## config.mk

```make
export PLATFORM = sky130hd
export DESIGN_NAME = pixfmt_unit
export DESIGN_NICKNAME = d
export VERILOG_FILES = /design/src/rtl/pixfmt_pkg.sv /design/src/rtl/pixfmt_ctrl.sv /design/src/rtl/pixfmt_dp.sv /design/src/rtl/pixfmt_unit.sv
export SDC_FILE = /design/constraint.sdc
export NUM_CORES = 1
export LEC_CHECK = 0
export BUFFER_PORTS_ARGS = -buffer_cell sky130_fd_sc_hd__buf_2
export CAP_MARGIN = 5
export CORE_ASPECT_RATIO = 1.4
export CORE_MARGIN = 3
export CORE_UTILIZATION = 50
export DETAILED_ROUTE_END_ITERATION = 7
export GPL_TIMING_DRIVEN = 0
export HOLD_SLACK_MARGIN = 0.12
export PLACE_DENSITY = 0.74
export SYNTH_ARGS = -nofsm -noshare
export SYNTH_HDL_FRONTEND = slang
export SYNTH_SLANG_ARGS = --single-unit
```

## constraint.sdc

```tcl
create_clock -name clk -period 0.8 [get_ports clk]
set_input_delay 0.08 -clock clk [delete_from_list [all_inputs] [get_ports clk]]
set_output_delay 0.08 -clock clk [all_outputs]
set_load 0.02 [all_outputs]
```

## src/rtl/pixfmt_pkg.sv

```systemverilog
package pixfmt_pkg;
  localparam int WIDE_W = 64;

  typedef enum logic [2:0] {
    OP_PACK16  = 3'd0,
    OP_PACK32  = 3'd1,
    OP_PACKFIX = 3'd2,
    OP_EXPAND  = 3'd3,
    OP_MERGE   = 3'd4
  } pixOp_e;

  typedef struct packed {
    logic load;
    logic pack16;
    logic pack32;
    logic packFix;
    logic expand;
    logic merge;
    logic bad;
  } opStrobe_t;

  function automatic logic [7:0] satU8(input logic signed [WIDE_W-1:0] v);
    if (v < 0)                          return 8'h00;
    else if (v > WIDE_W'(signed'(255))) return 8'hff;
    else                                return v[7:0];
  endfunction

  function automatic logic [15:0] satS16(input logic signed [WIDE_W-1:0] v);
    if (v < -WIDE_W'(signed'(32768)))     return 16'h8000;
    else if (v > WIDE_W'(signed'(32767))) return 16'h7fff;
    else                                  return v[15:0];
  endfunction
endpackage

```

## src/rtl/pixfmt_ctrl.sv

```systemverilog
module pixfmt_ctrl
  import pixfmt_pkg::*;
(
  input  logic      clk,
  input  logic      rstN,
  input  logic      validIn,
  input  logic [2:0] opSel,
  output opStrobe_t strb,
  output logic      validOut,
  output logic      illegalOp
);
  always_comb begin
    strb      = '0;
    strb.load = validIn;
    case (opSel)
      OP_PACK16:  strb.pack16  = 1'b1;
      OP_PACK32:  strb.pack32  = 1'b1;
      OP_PACKFIX: strb.packFix = 1'b1;
      OP_EXPAND:  strb.expand  = 1'b1;
      OP_MERGE:   strb.merge   = 1'b1;
      default:    strb.bad     = 1'b1;
    endcase
  end

  always_ff @(posedge clk or negedge rstN) begin
    if (!rstN) begin
      validOut  <= 1'b0;
      illegalOp <= 1'b0;
    end else begin
      validOut  <= validIn;
      illegalOp <= validIn & strb.bad;
    end
  end
endmodule

```

## src/rtl/pixfmt_dp.sv

```systemverilog
module pixfmt_dp
  import pixfmt_pkg::*;
#(
  parameter int PIX_W    = 8,
  parameter int HALF_W   = 16,
  parameter int WORD_W   = 32,
  parameter int SCALE_W  = 5,
  parameter int FRAC_P16 = 7,
  parameter int FRAC_P32 = 23,
  parameter int FRAC_FIX = 16,
  parameter int EXP_SH   = 4
) (
  input  logic               clk,
  input  logic               rstN,
  input  opStrobe_t          strb,
  input  logic [WIDE_W-1:0]  srcA,
  input  logic [WIDE_W-1:0]  srcB,
  input  logic [SCALE_W-1:0] scale,
  output logic [WIDE_W-1:0]  result
);
  localparam int N_HALF  = WIDE_W / HALF_W;
  localparam int N_WORD  = WIDE_W / WORD_W;
  localparam int N_NARROW = WORD_W / PIX_W;
  localparam int KEEP_W  = WORD_W - PIX_W;
  localparam int PAD_W   = HALF_W - PIX_W - EXP_SH;

  logic [WORD_W-1:0] p16Res;
  logic [WIDE_W-1:0] p32Res;
  logic [WORD_W-1:0] fixRes;
  logic [WIDE_W-1:0] expRes;
  logic [WIDE_W-1:0] mrgRes;
  logic [WIDE_W-1:0] nextRes;
  logic unusedHiA;

  assign unusedHiA = ^{srcA[WORD_W-1:KEEP_W], srcA[WIDE_W-1:WIDE_W-PIX_W]};

  for (genvar i = 0; i < N_HALF; i++) begin : g_pack16
    logic signed [WIDE_W-1:0] ext, shl;
    assign ext = {{(WIDE_W-HALF_W){srcB[i*HALF_W+HALF_W-1]}}, srcB[i*HALF_W +: HALF_W]};
    assign shl = ext <<< scale[SCALE_W-2:0];
    assign p16Res[i*PIX_W +: PIX_W] = satU8(shl >>> FRAC_P16);
  end

  for (genvar i = 0; i < N_WORD; i++) begin : g_word
    logic signed [WIDE_W-1:0] ext, shl;
    assign ext = {{(WIDE_W-WORD_W){srcB[i*WORD_W+WORD_W-1]}}, srcB[i*WORD_W +: WORD_W]};
    assign shl = ext <<< scale;
    assign p32Res[i*WORD_W +: WORD_W] = {srcA[i*WORD_W +: KEEP_W], satU8(shl >>> FRAC_P32)};
    assign fixRes[i*HALF_W +: HALF_W] = satS16(shl >>> FRAC_FIX);
  end

  for (genvar i = 0; i < N_NARROW; i++) begin : g_byte
    assign expRes[i*HALF_W +: HALF_W] = {{PAD_W{1'b0}}, srcB[i*PIX_W +: PIX_W], {EXP_SH{1'b0}}};
    assign mrgRes[i*HALF_W +: HALF_W] = {srcA[i*PIX_W +: PIX_W], srcB[i*PIX_W +: PIX_W]};
  end

  always_comb begin
    nextRes = ({WIDE_W{strb.pack16}}  & {{(WIDE_W-WORD_W){1'b0}}, p16Res})
            | ({WIDE_W{strb.pack32}}  & p32Res)
            | ({WIDE_W{strb.packFix}} & {{(WIDE_W-WORD_W){1'b0}}, fixRes})
            | ({WIDE_W{strb.expand}}  & expRes)
            | ({WIDE_W{strb.merge}}   & mrgRes);
  end

  always_ff @(posedge clk or negedge rstN) begin
    if (!rstN)          result <= '0;
    else if (strb.load) result <= nextRes;
  end
endmodule

```

## src/rtl/pixfmt_unit.sv

```systemverilog
module pixfmt_unit
  import pixfmt_pkg::*;
#(
  parameter int SCALE_W = 5
) (
  input  logic               clk,
  input  logic               rstN,
  input  logic               validIn,
  input  logic [2:0]         opSel,
  input  logic [SCALE_W-1:0] scaleIn,
  input  logic [63:0]        srcA,
  input  logic [63:0]        srcB,
  output logic               validOut,
  output logic               illegalOp,
  output logic [63:0]        result
);
  opStrobe_t strb;

  pixfmt_ctrl i_ctrl (
    .clk(clk), .rstN(rstN), .validIn(validIn), .opSel(opSel),
    .strb(strb), .validOut(validOut), .illegalOp(illegalOp)
  );

  pixfmt_dp #(.SCALE_W(SCALE_W)) i_dp (
    .clk(clk), .rstN(rstN), .strb(strb), .srcA(srcA), .srcB(srcB),
    .scale(scaleIn), .result(result)
  );
endmodule

```

==> results_dict.tcl, run 1 <==
set metrics [dict create \
    yosysWarningCount 0 \
    async_flop_share_pct 100 \
    std_cell_rows 60 \
    grt_usage_pct 63.3 \
    status "aborted with a tool error" \
    routabilityCongestion 1.15 \
    ios 205 \
    yosysUniqueCellTypes 89 \
    synth_top_cell_by_area "dfrtp_1" \
    die-height_um 172 \
    synth.area.top_cells "dfrtp_1 (17%), mux4_2 (13%), mux2i_1 (7.9%), nor2_1 (6.5%), a21oi_1 (4.9%)" \
    first-error "[ERROR GRT-0116] Global routing finished with congestion. Check the congestion regions in the DRC Viewer." \
    grt_max_degree 67 \
    synth_top_area_share_pct 16.7 \
    cts_root_buf "clkbuf_16" \
    cts_buffers 9 \
    synth_fp_nets 1332 \
    synth-edff-count 0 \
    grt_pass1_wl_mm 102 \
    grt-ovfl-total 8 \
    dp_hpwl_mm 43.8 \
    ys_seq_elements 66 \
    start_util_pct 51.3 \
    synth_cells 1193 \
    io_buffers 191 \
    syn_avg_cell_area_um2 8.29 \
    synth_top_flop_cell "dfrtp_1" \
    seq_area_frac_synth_pct 16.7 \
    pre_cts_slack_ns -3.41 \
    clock_path_buffers 2 \
    stop_stage "5_1_grt" \
    htreeDepth 3 \
    cts_sinks 66 \
    grt_pass1_vias 15625 \
    dp_cells 1632 \
    netlist_area_mm2 0.00989 \
    die_w_um 125 \
]
-- cells by family after synthesis --
| logic type | synth area share [%] |
|---|---|
| AOI/OAI and AO/OA | 29.2 |
| muxes | 29.1 |
| buffers and inverters | 7.46 |
| DFF | 16.7 |
| and+or+nand+nor | 17.6 |
-- Yosys cell counts (5+ instances only) --
| cell type | number |
|---|---|
| inv_1 | 10 |
| o22ai_1 | 12 |
| o211ai_1 | 15 |
| o22a_1 | 7 |
| nand4_1 | 7 |
| nor2_1 | 172 |
| buf_2 | 19 |
| clkbuf_1 | 59 |
| o31ai_1 | 5 |
| mux2_1 | 5 |
| a211oi_1 | 24 |
| and3_1 | 5 |
| a221oi_1 | 22 |
| a2111oi_0 | 5 |
| o221ai_1 | 10 |
| nand2_1 | 85 |
| o21a_1 | 6 |
| a21oi_1 | 97 |
| and2_1 | 9 |
| nand2b_1 | 9 |
| mux4_1 | 7 |
| nor3_1 | 20 |
| a22oi_1 | 38 |
| a31oi_1 | 28 |
| dfrtp_1 | 66 |
| buf_4 | 12 |
| o21ai_1 | 16 |
| buf_6 | 12 |
| o21ai_0 | 44 |
| o2111ai_1 | 7 |
| mux2i_1 | 78 |
| buf_1 | 9 |
| a211o_1 | 9 |
| mux4_2 | 59 |
| nand3_1 | 33 |
| nor2b_1 | 12 |
| mux2_2 | 43 |
| nor4_1 | 9 |
| or3_1 | 5 |
| a21o_1 | 8 |
| a221o_1 | 7 |
-- layer usage --
metal | overflow | track usage [%]
met2 | 2 | 89.9
met5 | 0 | 5.88
met4 | 6 | 65.5
met1 | 0 | 62.1
met3 | 0 | 37.0
-- through the flow --
stage          area [µm²]  utilization, %
3_5_place_dp        11600            60.2
2_1_floorplan       10300               -
3_3_place_gp        11600            60.2
4_1_cts             14400            74.7
-- timing repair --
action,4_1_cts
buffers inserted,86
resized for setup,401
pin swaps,63
gates cloned,8
hold buffers,9
endpoints found under the hold margin,84
setup endpoints to repair,131
==> inputs of run 2 (changes only) <==
--- a/config.mk
+++ b/config.mk
@@ -7,13 +7,11 @@
 export LEC_CHECK = 0
 export BUFFER_PORTS_ARGS = -buffer_cell sky130_fd_sc_hd__buf_2
 export CAP_MARGIN = 5
-export CORE_ASPECT_RATIO = 1.4
 export CORE_MARGIN = 3
-export CORE_UTILIZATION = 50
+export CORE_UTILIZATION = 35
 export DETAILED_ROUTE_END_ITERATION = 7
 export GPL_TIMING_DRIVEN = 0
-export HOLD_SLACK_MARGIN = 0.12
-export PLACE_DENSITY = 0.74
+export PLACE_DENSITY_LB_ADDON = 0.15
 export SYNTH_ARGS = -nofsm -noshare
 export SYNTH_HDL_FRONTEND = slang
 export SYNTH_SLANG_ARGS = --single-unit
==> results_dict.tcl, run 2 <==
set metrics [dict create \
    final_cell_mix "nor2_1 (168), buf_2 (127), buf_4 (105), buf_6 (101), nand2_1 (82)" \
    regMostFlops "i_dp.result" \
    critPathKind "primary input to flip-flop" \
    r2r_cells 4 \
    cts_sinks 66 \
    clock_path_buffers 2 \
    synth.area.mux_share_pct 29.1 \
    async_flop_share_pct 100 \
    cts_hold_buf 16 \
    htreeDepth 3 \
    worst_slack_ns -2.22 \
    r2r_slack_ns -0.13 \
    reg_top3 "i_dp.result: 64 flops, i_ctrl.illegalOp: 1 flops, i_ctrl.validOut: 1 flops" \
    critPathCapture "i_dp.result[22]$_DFFE_PN0P_" \
    cts_buffers 9 \
    antenna_left 0 \
    grt_usage_pct 39.3 \
    seq_area_frac_synth_pct 16.7 \
    setup_viol 127 \
    clock_skew_ns 0 \
    layout.nets 1672 \
    worstSetupEndpointType "flip-flop" \
    grt_pass1_vias 12704 \
    wl_per_cell_um 32.8 \
    final_util_pct 56.0 \
    min_period_ns 3.02 \
    antenna_found_initial 2 \
    path_clk_slew_ns 0.06 \
    drive_gt1_share_pct 47.5 \
    area_growth_pct 54.6 \
    core_area_mm2 0.0273 \
    critPathMaxStageDelay_ns 0.35 \
    drt_iter0_markers 2033 \
    arrival_ns 3.23 \
    crit_top_cell "buf_12" \
    synth_fp_nets 1332 \
    first_pass_iters 8 \
    final.setup.tns_ns -97.09 \
    die_w_um 174 \
    synth_top_area_share_pct 16.7 \
    hold_class "primary input to async pin" \
    grt_pass1_wl_mm 89.0 \
    die-height_um 174 \
    fill_cells 2536 \
    critPathTopFamily "compound AO/OA/AOI/OAI gates" \
    std_cell_rows 60 \
    drt_wl_total_mm 62.7 \
    largest_reg_flops 64 \
    synth_compound_area_share_pct 29.2 \
    synth_simple_gate_area_share_pct 17.6 \
    num_vias 13357 \
    cp_cell_sequence "buf_12, buf_12, buf_12, buf_12, buf_12, mux4_2, mux2_4, buf_12, a21oi_2, mux2i_1, nor3_2, a41o_4, buf_8, o221ai_2, a211oi_2, nor2_1" \
    reg2reg_to "i_dp.result[30]$_DFFE_PN0P_" \
    synth_xor_xnor_area_share_pct 0 \
    leakage_nw 6.10 \
    synth_top_flop_cell "dfrtp_1" \
    ys_seq_elements 66 \
    start_util_pct 36.2 \
    timing.hold.ws_ns -0.162 \
    crit_start "scaleIn[1]" \
    io_buffers 191 \
    finalMaxSlewViolations 0 \
    relSlewSlack_pct 7.36 \
    ir_drop_uv 841 \
    r2r-start "i_dp.result[30]$_DFFE_PN0P_" \
    vias_per_cell 6.99 \
    yosys.cell_count.top_type "nor2_1" \
    routabilityCongestion 1.04 \
    yosysUniqueCellTypes 89 \
    cts_tree "built" \
    clkLatencyLatePin_ns 0.34 \
    status "finished, violations left" \
    synth.area.top_cells "dfrtp_1 (17%), mux4_2 (13%), mux2i_1 (7.9%), nor2_1 (6.5%), a21oi_1 (4.9%)" \
    drc 0 \
    crit_path_max_fanout 8 \
    synth_fa_ha_area_share_pct 0 \
    grt_setup_unrepaired "yes" \
    cp.depth 16 \
    pre_cts_slack_ns -3.58 \
    synth_cells 1193 \
    cts_root_buf "clkbuf_16" \
    maxCapViolations 0 \
    setup.worst_path.start_class "primary input" \
    ios 205 \
    worst_pin_slew_ns 1.38 \
    slowest_stage "a211oi_2" \
    dp_hpwl_mm 45.8 \
    crit_buf_inv 7 \
    syn_avg_cell_area_um2 8.29 \
    grt_max_degree 67 \
    mostFrequentLayoutCell "nor2_1" \
    post-route-period-util_pct 377 \
    grt-ovfl-total 0 \
    synth_top_family_by_area "compound AO/OA/AOI/OAI gates" \
    fmax_mhz 331 \
    required_ns 1.01 \
    synth_common_cells "nor2_1 (172), a21oi_1 (97), nand2_1 (85)" \
    yosysWarningCount 0 \
    hold_violations 66 \
    power_density_mw_per_mm2 1250 \
    synth-edff-count 0 \
    netlist_area_mm2 0.00989 \
    violations "negative hold slack, negative setup slack" \
    synth_top_cell_by_area "dfrtp_1" \
    dieArea_mm2 0.0303 \
]
-- run 2: final cells by class --
class	instances	area [µm²]	area share, %
clock inverters	7	60.1	0.393
multi-input cells	996	8780	57.4
flip-flops and latches	66	1650	10.8
plain buffers	116	1330	8.70
well taps	372	465	3.04
clock buffers	9	225	1.47
repair buffers	332	2730	17.9
inverters	12	51.3	0.335
diodes	1	2.50	0.0164
-- run 2: per-stage QoR --
stage                     instance area (µm²)  total power [W]  std cells
after global routing                    15300           0.0197       1910
after detailed placement                11800           0.0120       1756
final                                   15300           0.0191       1911
after global placement                  11800           0.0121       1756
after CTS                               14400           0.0181       1866
after floorplan                         10300          0.00877       1193
-- run 2: logic make-up (layout without fill, tap and decap cells) --
family,Yosys count,count (layout)
other,0,1
AOI/OAI and AO/OA,416,416
and+or+nand+nor,386,386
DFF,66,66
buffers and inverters,131,476
muxes,194,194
-- run 2: how the worst min path moves through the flow --
| stage | endpoint | cells past startpoint |
|---|---|---|
| final | i_dp.result[7]$_DFFE_PN0P_ | 1 |
| after global routing | i_dp.result[7]$_DFFE_PN0P_ | 1 |
| after CTS | i_dp.result[3]$_DFFE_PN0P_ | 1 |
| after detailed placement | i_dp.result[7]$_DFFE_PN0P_ | 1 |
| after global placement | i_ctrl.validOut$_DFF_PN0_ | 1 |
| after floorplan | i_ctrl.illegalOp$_DFF_PN0_ | 0 |
-- run 2: metal layers --
layer | GRT usage, % | vias up | share of wire, %
li1 | - | 5396 | -
met2 | 58.5 | 1190 | 43
met5 | 0 | - | 0.021
met4 | 16.0 | 2 | 5.1
met3 | 10.8 | 234 | 13
met1 | 53.8 | 6535 | 39
-- run 2: timing repair --
action | 4_1_cts | 5_1_grt
pin swaps | 44 | 45
resized for setup | 383 | 128
endpoints found under the hold margin | 78 | 66
setup buffers | 75 | 40
setup endpoints to repair | 131 | 130
cloned | 6 | 5
-- run 2: power by group --
group / internal [W] / total [W] / switching (W)
combinational: 0.00478 / 0.0112 / 0.00647
sequential: 0.00368 / 0.00396 / 0.000275
clock: 0.00216 / 0.00395 / 0.00179
total: 0.0106 / 0.0191 / 0.00853
Note: power is estimated with default switching activity, not from simulation.
